$ cat src/rtl/sqw_pkg.sv
// Shared constants for the serial queue block.
// Assumes a 32-bit register bus with word offsets decoded from address bits 4:2.
package sqw_pkg;
    localparam int BUS_W    = 32;
    localparam int ADDR_W   = 5;
    localparam int FLAG_BIT = 31;
    localparam int TXWM_BIT = 0;
    localparam int RXWM_BIT = 1;
    localparam int IRQ_W    = 2;

    typedef enum logic [2:0] {
        SEL_TXQ    = 3'd0,
        SEL_RXQ    = 3'd1,
        SEL_TXMARK = 3'd2,
        SEL_RXMARK = 3'd3,
        SEL_IE     = 3'd4,
        SEL_IP     = 3'd5
    } sqw_sel_e;
endpackage

$ cat src/rtl/sqw_fifo.sv
// Synchronous circular queue with an occupancy count.
// Push is ignored when full and pop is ignored when empty, both judged on the
// state before the edge. Assumes DEPTH >= 2. Any depth is supported; a power
// of two uses natural pointer wrap.
module sqw_fifo #(
    parameter int DEPTH   = 8,
    parameter int WIDTH   = 8,
    localparam int PTR_W  = $clog2(DEPTH),
    localparam int CNT_W  = $clog2(DEPTH + 1)
) (
    input  logic             clk,
    input  logic             rst_n,
    input  logic             push,
    input  logic [WIDTH-1:0] push_data,
    input  logic             pop,
    output logic [WIDTH-1:0] head,
    output logic [CNT_W-1:0] count,
    output logic             full,
    output logic             empty
);
    logic [WIDTH-1:0] mem [DEPTH];
    logic [PTR_W-1:0] wr_ptr, rd_ptr;
    logic [PTR_W-1:0] wr_nxt, rd_nxt;
    logic             do_push, do_pop;

    // Status from the occupancy count.
    assign full    = (count == CNT_W'(DEPTH));
    assign empty   = (count == '0);
    assign do_push = push && !full;
    assign do_pop  = pop && !empty;
    assign head    = mem[rd_ptr];

    // Pointer advance: plain wrap for powers of two, compare otherwise.
    generate
        if ((DEPTH & (DEPTH - 1)) == 0) begin : g_pow2
            assign wr_nxt = wr_ptr + 1'b1;
            assign rd_nxt = rd_ptr + 1'b1;
        end else begin : g_any
            assign wr_nxt = (wr_ptr == PTR_W'(DEPTH - 1)) ? '0 : wr_ptr + 1'b1;
            assign rd_nxt = (rd_ptr == PTR_W'(DEPTH - 1)) ? '0 : rd_ptr + 1'b1;
        end
    endgenerate

    // Storage write, no reset needed on the data array.
    always_ff @(posedge clk) begin
        if (do_push) mem[wr_ptr] <= push_data;
    end

    // Pointer and occupancy update.
    always_ff @(posedge clk) begin
        if (!rst_n) begin
            wr_ptr <= '0;
            rd_ptr <= '0;
            count  <= '0;
        end else begin
            if (do_push) wr_ptr <= wr_nxt;
            if (do_pop)  rd_ptr <= rd_nxt;
            case ({do_push, do_pop})
                2'b10:   count <= count + 1'b1;
                2'b01:   count <= count - 1'b1;
                default: count <= count;
            endcase
        end
    end
endmodule

$ cat src/rtl/sqw_regs.sv
// Register window: decodes the bus, holds the thresholds and enables, and
// builds read data. Read data is combinational on the address. The receive
// pop is issued once per edge with bus_rd at the receive data offset.
module sqw_regs
    import sqw_pkg::*;
#(
    parameter int FRAME_W = 8,
    parameter int CNT_W   = 4
) (
    input  logic               clk,
    input  logic               rst_n,
    input  logic [ADDR_W-1:0]  bus_addr,
    input  logic               bus_wr,
    input  logic               bus_rd,
    input  logic [BUS_W-1:0]   bus_wdata,
    output logic [BUS_W-1:0]   bus_rdata,
    input  logic               tx_full,
    input  logic               rx_empty,
    input  logic [FRAME_W-1:0] rx_head,
    input  logic [IRQ_W-1:0]   ip,
    output logic               tx_push,
    output logic [FRAME_W-1:0] tx_wdata,
    output logic               rx_pop,
    output logic [CNT_W-1:0]   tx_mark,
    output logic [CNT_W-1:0]   rx_mark,
    output logic [IRQ_W-1:0]   ie
);
    logic [2:0] sel;

    // Word select from the byte address.
    assign sel      = bus_addr[4:2];
    assign tx_push  = bus_wr && (sel == SEL_TXQ);
    assign tx_wdata = bus_wdata[FRAME_W-1:0];
    assign rx_pop   = bus_rd && (sel == SEL_RXQ);

    // Threshold and enable registers.
    always_ff @(posedge clk) begin
        if (!rst_n) begin
            tx_mark <= CNT_W'(1);
            rx_mark <= '0;
            ie      <= '0;
        end else if (bus_wr) begin
            case (sel)
                SEL_TXMARK: tx_mark <= bus_wdata[CNT_W-1:0];
                SEL_RXMARK: rx_mark <= bus_wdata[CNT_W-1:0];
                SEL_IE:     ie      <= bus_wdata[IRQ_W-1:0];
                default:    ;
            endcase
        end
    end

    // Read multiplexer with the queue flags in the top bit.
    always_comb begin
        bus_rdata = '0;
        case (sel)
            SEL_TXQ:    bus_rdata[FLAG_BIT] = tx_full;
            SEL_RXQ: begin
                bus_rdata[FLAG_BIT] = rx_empty;
                if (!rx_empty) bus_rdata[FRAME_W-1:0] = rx_head;
            end
            SEL_TXMARK: bus_rdata[CNT_W-1:0] = tx_mark;
            SEL_RXMARK: bus_rdata[CNT_W-1:0] = rx_mark;
            SEL_IE:     bus_rdata[IRQ_W-1:0] = ie;
            SEL_IP:     bus_rdata[IRQ_W-1:0] = ip;
            default:    bus_rdata = '0;
        endcase
    end
endmodule

$ cat src/rtl/sqw_irq.sv
// Watermark logic: pending flags are derived from occupancy every cycle and
// are never stored, so they clear as soon as the condition goes false.
module sqw_irq
    import sqw_pkg::*;
#(
    parameter int CNT_W = 4
) (
    input  logic [CNT_W-1:0] tx_count,
    input  logic [CNT_W-1:0] rx_count,
    input  logic [CNT_W-1:0] tx_mark,
    input  logic [CNT_W-1:0] rx_mark,
    input  logic [IRQ_W-1:0] ie,
    output logic [IRQ_W-1:0] ip,
    output logic             irq
);
    // Strict comparisons against the two thresholds.
    always_comb begin
        ip           = '0;
        ip[TXWM_BIT] = (tx_count < tx_mark);
        ip[RXWM_BIT] = (rx_count > rx_mark);
    end

    // Enabled flags merged into one level output.
    assign irq = |(ip & ie);
endmodule

$ cat src/rtl/sqw_queues.sv
// Top of the queue block: two queues, the register window and the watermark
// logic. Assumes single-cycle bus strobes and a shift engine that follows
// the valid/ready rules on both streams.
module sqw_queues
    import sqw_pkg::*;
#(
    parameter int DEPTH   = 8,
    parameter int FRAME_W = 8
) (
    input  logic               clk,
    input  logic               rst_n,
    input  logic [4:0]         bus_addr,
    input  logic               bus_wr,
    input  logic               bus_rd,
    input  logic [31:0]        bus_wdata,
    output logic [31:0]        bus_rdata,
    output logic               tx_valid,
    input  logic               tx_ready,
    output logic [FRAME_W-1:0] tx_data,
    input  logic               rx_valid,
    output logic               rx_ready,
    input  logic [FRAME_W-1:0] rx_data,
    output logic               irq
);
    localparam int CNT_W = $clog2(DEPTH + 1);

    logic [CNT_W-1:0]   tx_count, rx_count, tx_mark_q, rx_mark_q;
    logic [IRQ_W-1:0]   ie_q, ip_w;
    logic               tx_full, tx_empty, rx_full, rx_empty;
    logic               tx_push, rx_pop;
    logic [FRAME_W-1:0] tx_wdata, rx_head;

    // Stream handshakes toward the shift engine.
    assign tx_valid = !tx_empty;
    assign rx_ready = !rx_full;

    sqw_fifo #(.DEPTH(DEPTH), .WIDTH(FRAME_W)) u_txq (
        .clk(clk), .rst_n(rst_n),
        .push(tx_push), .push_data(tx_wdata),
        .pop(tx_ready), .head(tx_data),
        .count(tx_count), .full(tx_full), .empty(tx_empty)
    );

    sqw_fifo #(.DEPTH(DEPTH), .WIDTH(FRAME_W)) u_rxq (
        .clk(clk), .rst_n(rst_n),
        .push(rx_valid), .push_data(rx_data),
        .pop(rx_pop), .head(rx_head),
        .count(rx_count), .full(rx_full), .empty(rx_empty)
    );

    sqw_regs #(.FRAME_W(FRAME_W), .CNT_W(CNT_W)) u_regs (
        .clk(clk), .rst_n(rst_n),
        .bus_addr(bus_addr), .bus_wr(bus_wr), .bus_rd(bus_rd),
        .bus_wdata(bus_wdata), .bus_rdata(bus_rdata),
        .tx_full(tx_full), .rx_empty(rx_empty), .rx_head(rx_head),
        .ip(ip_w), .tx_push(tx_push), .tx_wdata(tx_wdata),
        .rx_pop(rx_pop), .tx_mark(tx_mark_q), .rx_mark(rx_mark_q), .ie(ie_q)
    );

    sqw_irq #(.CNT_W(CNT_W)) u_irq (
        .tx_count(tx_count), .rx_count(rx_count),
        .tx_mark(tx_mark_q), .rx_mark(rx_mark_q),
        .ie(ie_q), .ip(ip_w), .irq(irq)
    );
endmodule

$ cat config.mk
export PLATFORM = sky130hd
export DESIGN_NAME = sqw_queues
export DESIGN_NICKNAME = d
export VERILOG_FILES = /design/src/rtl/sqw_pkg.sv /design/src/rtl/sqw_fifo.sv /design/src/rtl/sqw_regs.sv /design/src/rtl/sqw_irq.sv /design/src/rtl/sqw_queues.sv
export SDC_FILE = /design/constraint.sdc
export NUM_CORES = 1
export LEC_CHECK = 0
export BUFFER_PORTS_ARGS = -buffer_cell sky130_fd_sc_hd__buf_2
export CAP_MARGIN = 5
export CORE_MARGIN = 2
export CORE_UTILIZATION = 52
export CTS_CLUSTER_SIZE = 10
export DETAILED_ROUTE_END_ITERATION = 10
export GPL_TIMING_DRIVEN = 0
export PLACE_DENSITY = 0.82
export SLEW_MARGIN = 30
export SYNTH_ARGS = -nofsm -noshare
export SYNTH_HDL_FRONTEND = slang
export SYNTH_SLANG_ARGS = --single-unit
export TNS_END_PERCENT = 30
$ cat constraint.sdc
create_clock -name clk -period 2.3 [get_ports clk]
set_input_delay 0 -clock clk [delete_from_list [all_inputs] [get_ports clk]]
set_output_delay 0 -clock clk [all_outputs]
set_load 0.1 [all_outputs]
==> impl_metrics.py <==
metrics = {
    "placement": {
        "place_hpwl_um": 9350,
        "place_area_um2": 7860,
        "numPortBuffers": 43,
        "gp_congestion": 0.792,
        "dpl.cell_count": 710,
    },
    "clock_tree": {
        "clkLatencyLatePin_ns": 0.42,
        "clkTransAtPathRegs_ns": 0.06,
        "cts_sinks": 164,
        "clock-root-buffer": "clkbuf_16",
        "htree_levels": 4,
        "cts_tree": "built",
        "numCtsBuffers": 17,
        "clk_path_buf_depth": 2,
    },
    "finish": {
        "diodes": 0,
        "syn2layout_area_growth_pct": 22.8,
        "multi_input_area_um2": 2570,
        "regArea_um2": 4580,
        "fillers": 981,
        "fin_nets": 645,
        "instances_no_fill": 767,
        "fin_area_um2": 8850,
        "drive_above_1_share_pct": 34.6,
    },
    "die": {
        "die_h_um": 122,
        "ios": 94,
        "dieArea_um2": 14800,
        "dieWidth_um": 122,
        "initial_utilization_pct": 52.5,
        "fp-row-count": 43,
        "core-area_um2": 13700,
    },
    "detailed_routing": {
        "drt_iter0_drc": 302,
        "drc_errors": 0,
        "firstDrtPassIters": 4,
        "wire_per_inst_um": 18.7,
        "postRouteAntennaNets": 0,
        "vias": 4135,
        "finalWirelength_um": 14300,
        "vias_per_cell": 5.39,
    },
    "critical_path": {
        "max_stage_delay_ns": 0.56,
        "cp_max_fo": 5,
        "start_kind": "flop",
        "rr_startpoint": "u_txq.count[3]",
        "cp-end-kind": "flop",
        "required_ns": 2.65,
        "slowest_stage": "or4_4",
        "ff2ff_path_depth": 10,
        "cp_cell_sequence": "or4_4 -> nand2_4 -> inv_2 -> ha_4 -> xor2_2 -> ha_2 -> a21oi_2 -> xor2_1 -> or3_1 -> a21boi_1",
        "worstSetupPathType": "reg2reg",
        "r2r_end": "u_txq.count[2]",
        "regToRegSetupSlack_ns": 0.003,
        "arrival_ns": 2.65,
    },
    "global_routing": {
        "grt-busiest-layer": "met2",
        "grtUsageTotal_pct": 20.5,
        "grt_pass1_wl_um": 22500,
        "antenna_found_initial": 0,
        "met3_usage_pct": 5.43,
        "grt_overflow": 0,
        "grt_max_degree": 17,
        "grt_use_met1_pct": 26.4,
        "use_met2_pct": 34.6,
        "grt_pass1_vias": 4221,
    },
    "synth": {
        "yosys_most_used_dff": "edfxtp_1",
        "synth_common_cells": "edfxtp_1, dfxtp_1, mux4_2, buf_4, mux2i_1",
        "netlist_area_um2": 7210,
        "yosys-top-cells-area": "edfxtp_1, dfxtp_1, mux4_2, mux2i_1, ha_1",
        "synth_top_area_share_pct": 53.3,
        "synth_seq_area_share_pct": 63.3,
        "ys_async_sr_fraction_pct": 0,
        "netlist_instances": 463,
        "yosysUniqueCellTypes": 54,
        "syn_avg_cell_area_um2": 15.6,
        "yosys_warnings": 0,
        "synth_edf_count": 128,
        "synth_most_common_cell": "edfxtp_1",
        "synth_area_leader_cell": "edfxtp_1",
        "synth_seq_cells": 164,
    },
    "timing": {
        "hold_viol": 0,
        "tightest_slew_ns": 0.953,
        "fin_crit_sh_pct": 99.9,
        "setup_viol": 0,
        "timing.fmax_ghz": 0.435,
        "finClkSkew_ns": 0.00585,
        "drv_slew": 0,
        "relSlewSlack_pct": 36.3,
        "fin_crit_ns": 2.30,
        "rsz0062_at_grt": "true",
    },
    "run": {
        "maxCapViolCount": 0,
    },
    "status": {
        "outcome": "complete, no violations",
    },
    "power_and_ir_drop": {
        "irDropWorstVdd_uv": 606,
        "p_leak_uw": 0.00319,
        "power-per-cell-area_nw_per_um2": 827,
    },
    "min_path": {
        "min_path_type": "in2reg",
        "min_to": "u_txq.wr_ptr[2]",
        "min_delay_path_depth": 4,
        "hold_start": "bus_wr",
    },
}
## layer usage
layer	share of wire (%)	vias up
met3	5.2	6
met4	0.42	0
li1	-	1938
met5	0	-
met1	43	2074
met2	51	117
## area by class of cell
class                           instances  share of cell area, %
Buffer                                 37                   3.08
Clock buffer                           19                   4.89
Clock inverter                         12                   2.01
Inverter                               16                  0.707
Multi-Input combinational cell        263                   29.0
Sequential cell                       164                   51.8
Tap cell                              180                   2.55
Timing Repair Buffer                   76                   5.98
## worst max-delay path by stage
stage                     slack (ns)           start         endpoint  cells after the start
after detailed placement       -0.20  u_txq.count[1]   u_txq.count[3]                      9
after CTS                     -0.007  u_txq.count[2]  u_txq.mem[4][7]                      4
after global placement         -0.48  u_txq.count[2]  u_txq.mem[0][5]                      3
after floorplan                -0.17  u_txq.count[1]   u_txq.count[2]                     11
after global routing           -0.11  u_txq.count[1]   u_txq.count[2]                      9
final                          0.003  u_txq.count[3]   u_txq.count[2]                     10
## registers in the layout (all words and copies together), names as in the netlist, named ones only
| signal | cells |
|---|---|
| u_rxq.mem | 64 |
| u_rxq.rd_ptr | 3 |
| u_rxq.wr_ptr | 3 |
| u_txq.mem | 64 |
| u_rxq.count | 4 |
| u_regs.ie | 2 |
| u_txq.rd_ptr | 3 |
| u_txq.wr_ptr | 3 |
| u_regs.tx_mark | 4 |
| u_txq.count | 4 |
| u_regs.rx_mark | 4 |
## critical path: cells and delay by family, from the launching register on
family	cells	cell delay, ns
compound gates	2	0.24
fa+ha+maj	2	0.36
buf+inv	1	0.06
simple gates	3	0.96
xor+xnor	2	0.26
flops	1	0.35
## power by group
| group | total [uW] | leakage, uW | switching, uW | internal [uW] |
|---|---|---|---|---|
| clock | 2950 | 0.000290 | 1140 | 1820 |
| sequential | 3290 | 0.00145 | 41.1 | 3250 |
| combinational | 1070 | 0.00145 | 710 | 364 |
| total | 7320 | 0.00319 | 1890 | 5430 |
## repair_timing
action                                 in CTS  in global routing
buffers inserted                           12                  0
gates resized for setup                    23                 18
hold buffers                               19                  0
endpoints found under the hold margin     143                  0
pin swaps                                  12                  4
setup endpoints to repair                  48                 66
## cell usage in the layout (no fill, tap or decap), drive strengths merged, types with 5 or more instances in the layout
master / Yosys / final
nand3: 8 / 8
mux2: 9 / 9
ha: 19 / 19
dfxtp: 36 / 36
nand4: 5 / 5
buf: 36 / 86
xnor2: 8 / 8
edfxtp: 128 / 128
dlygate4sd3: 0 / 19
nand2b: 7 / 7
a21oi: 9 / 9
nor2: 22 / 22
nor3: 7 / 7
mux2i: 24 / 24
mux4: 31 / 31
and2: 10 / 10
a21boi: 5 / 5
o21ai: 8 / 8
nand2: 14 / 14
nor2b: 16 / 16
conb: 1 / 23
inv: 16 / 19
clkbuf: 6 / 27
## per-stage QoR
stage	hold WS, ns	utilization (%)	total power (uW)	setup slack (ns)	setup TNS, ns
finish	0.0657	64.5	7320	0.00276	0
global route	0.0612	64.5	7540	-0.106	-0.237
CTS	0.0429	64.0	7330	-0.00660	-0.0425
detailed placement	0.278	57.3	4350	-0.203	-3.41
global placement	0.259	57.0	4310	-0.477	-11.26
floorplan	0.0989	-	4160	-0.174	-0.606
## cell families (layout without fill, tap and decap cells)
logic type | Yosys count | in the layout | synth area share, %
DFF | 164 | 164 | 63.3
muxes | 64 | 64 | 14.4
AOI/OAI and AO/OA | 37 | 37 | 3.70
buffers and inverters | 58 | 160 | 4.86
other | 1 | 23 | 0.0520
xor gates and xnor gates | 12 | 12 | 1.46
and+or+nand+nor | 108 | 108 | 8.89
adders and majority gates | 19 | 19 | 3.30
Note: power is estimated with default switching activity, not from simulation.
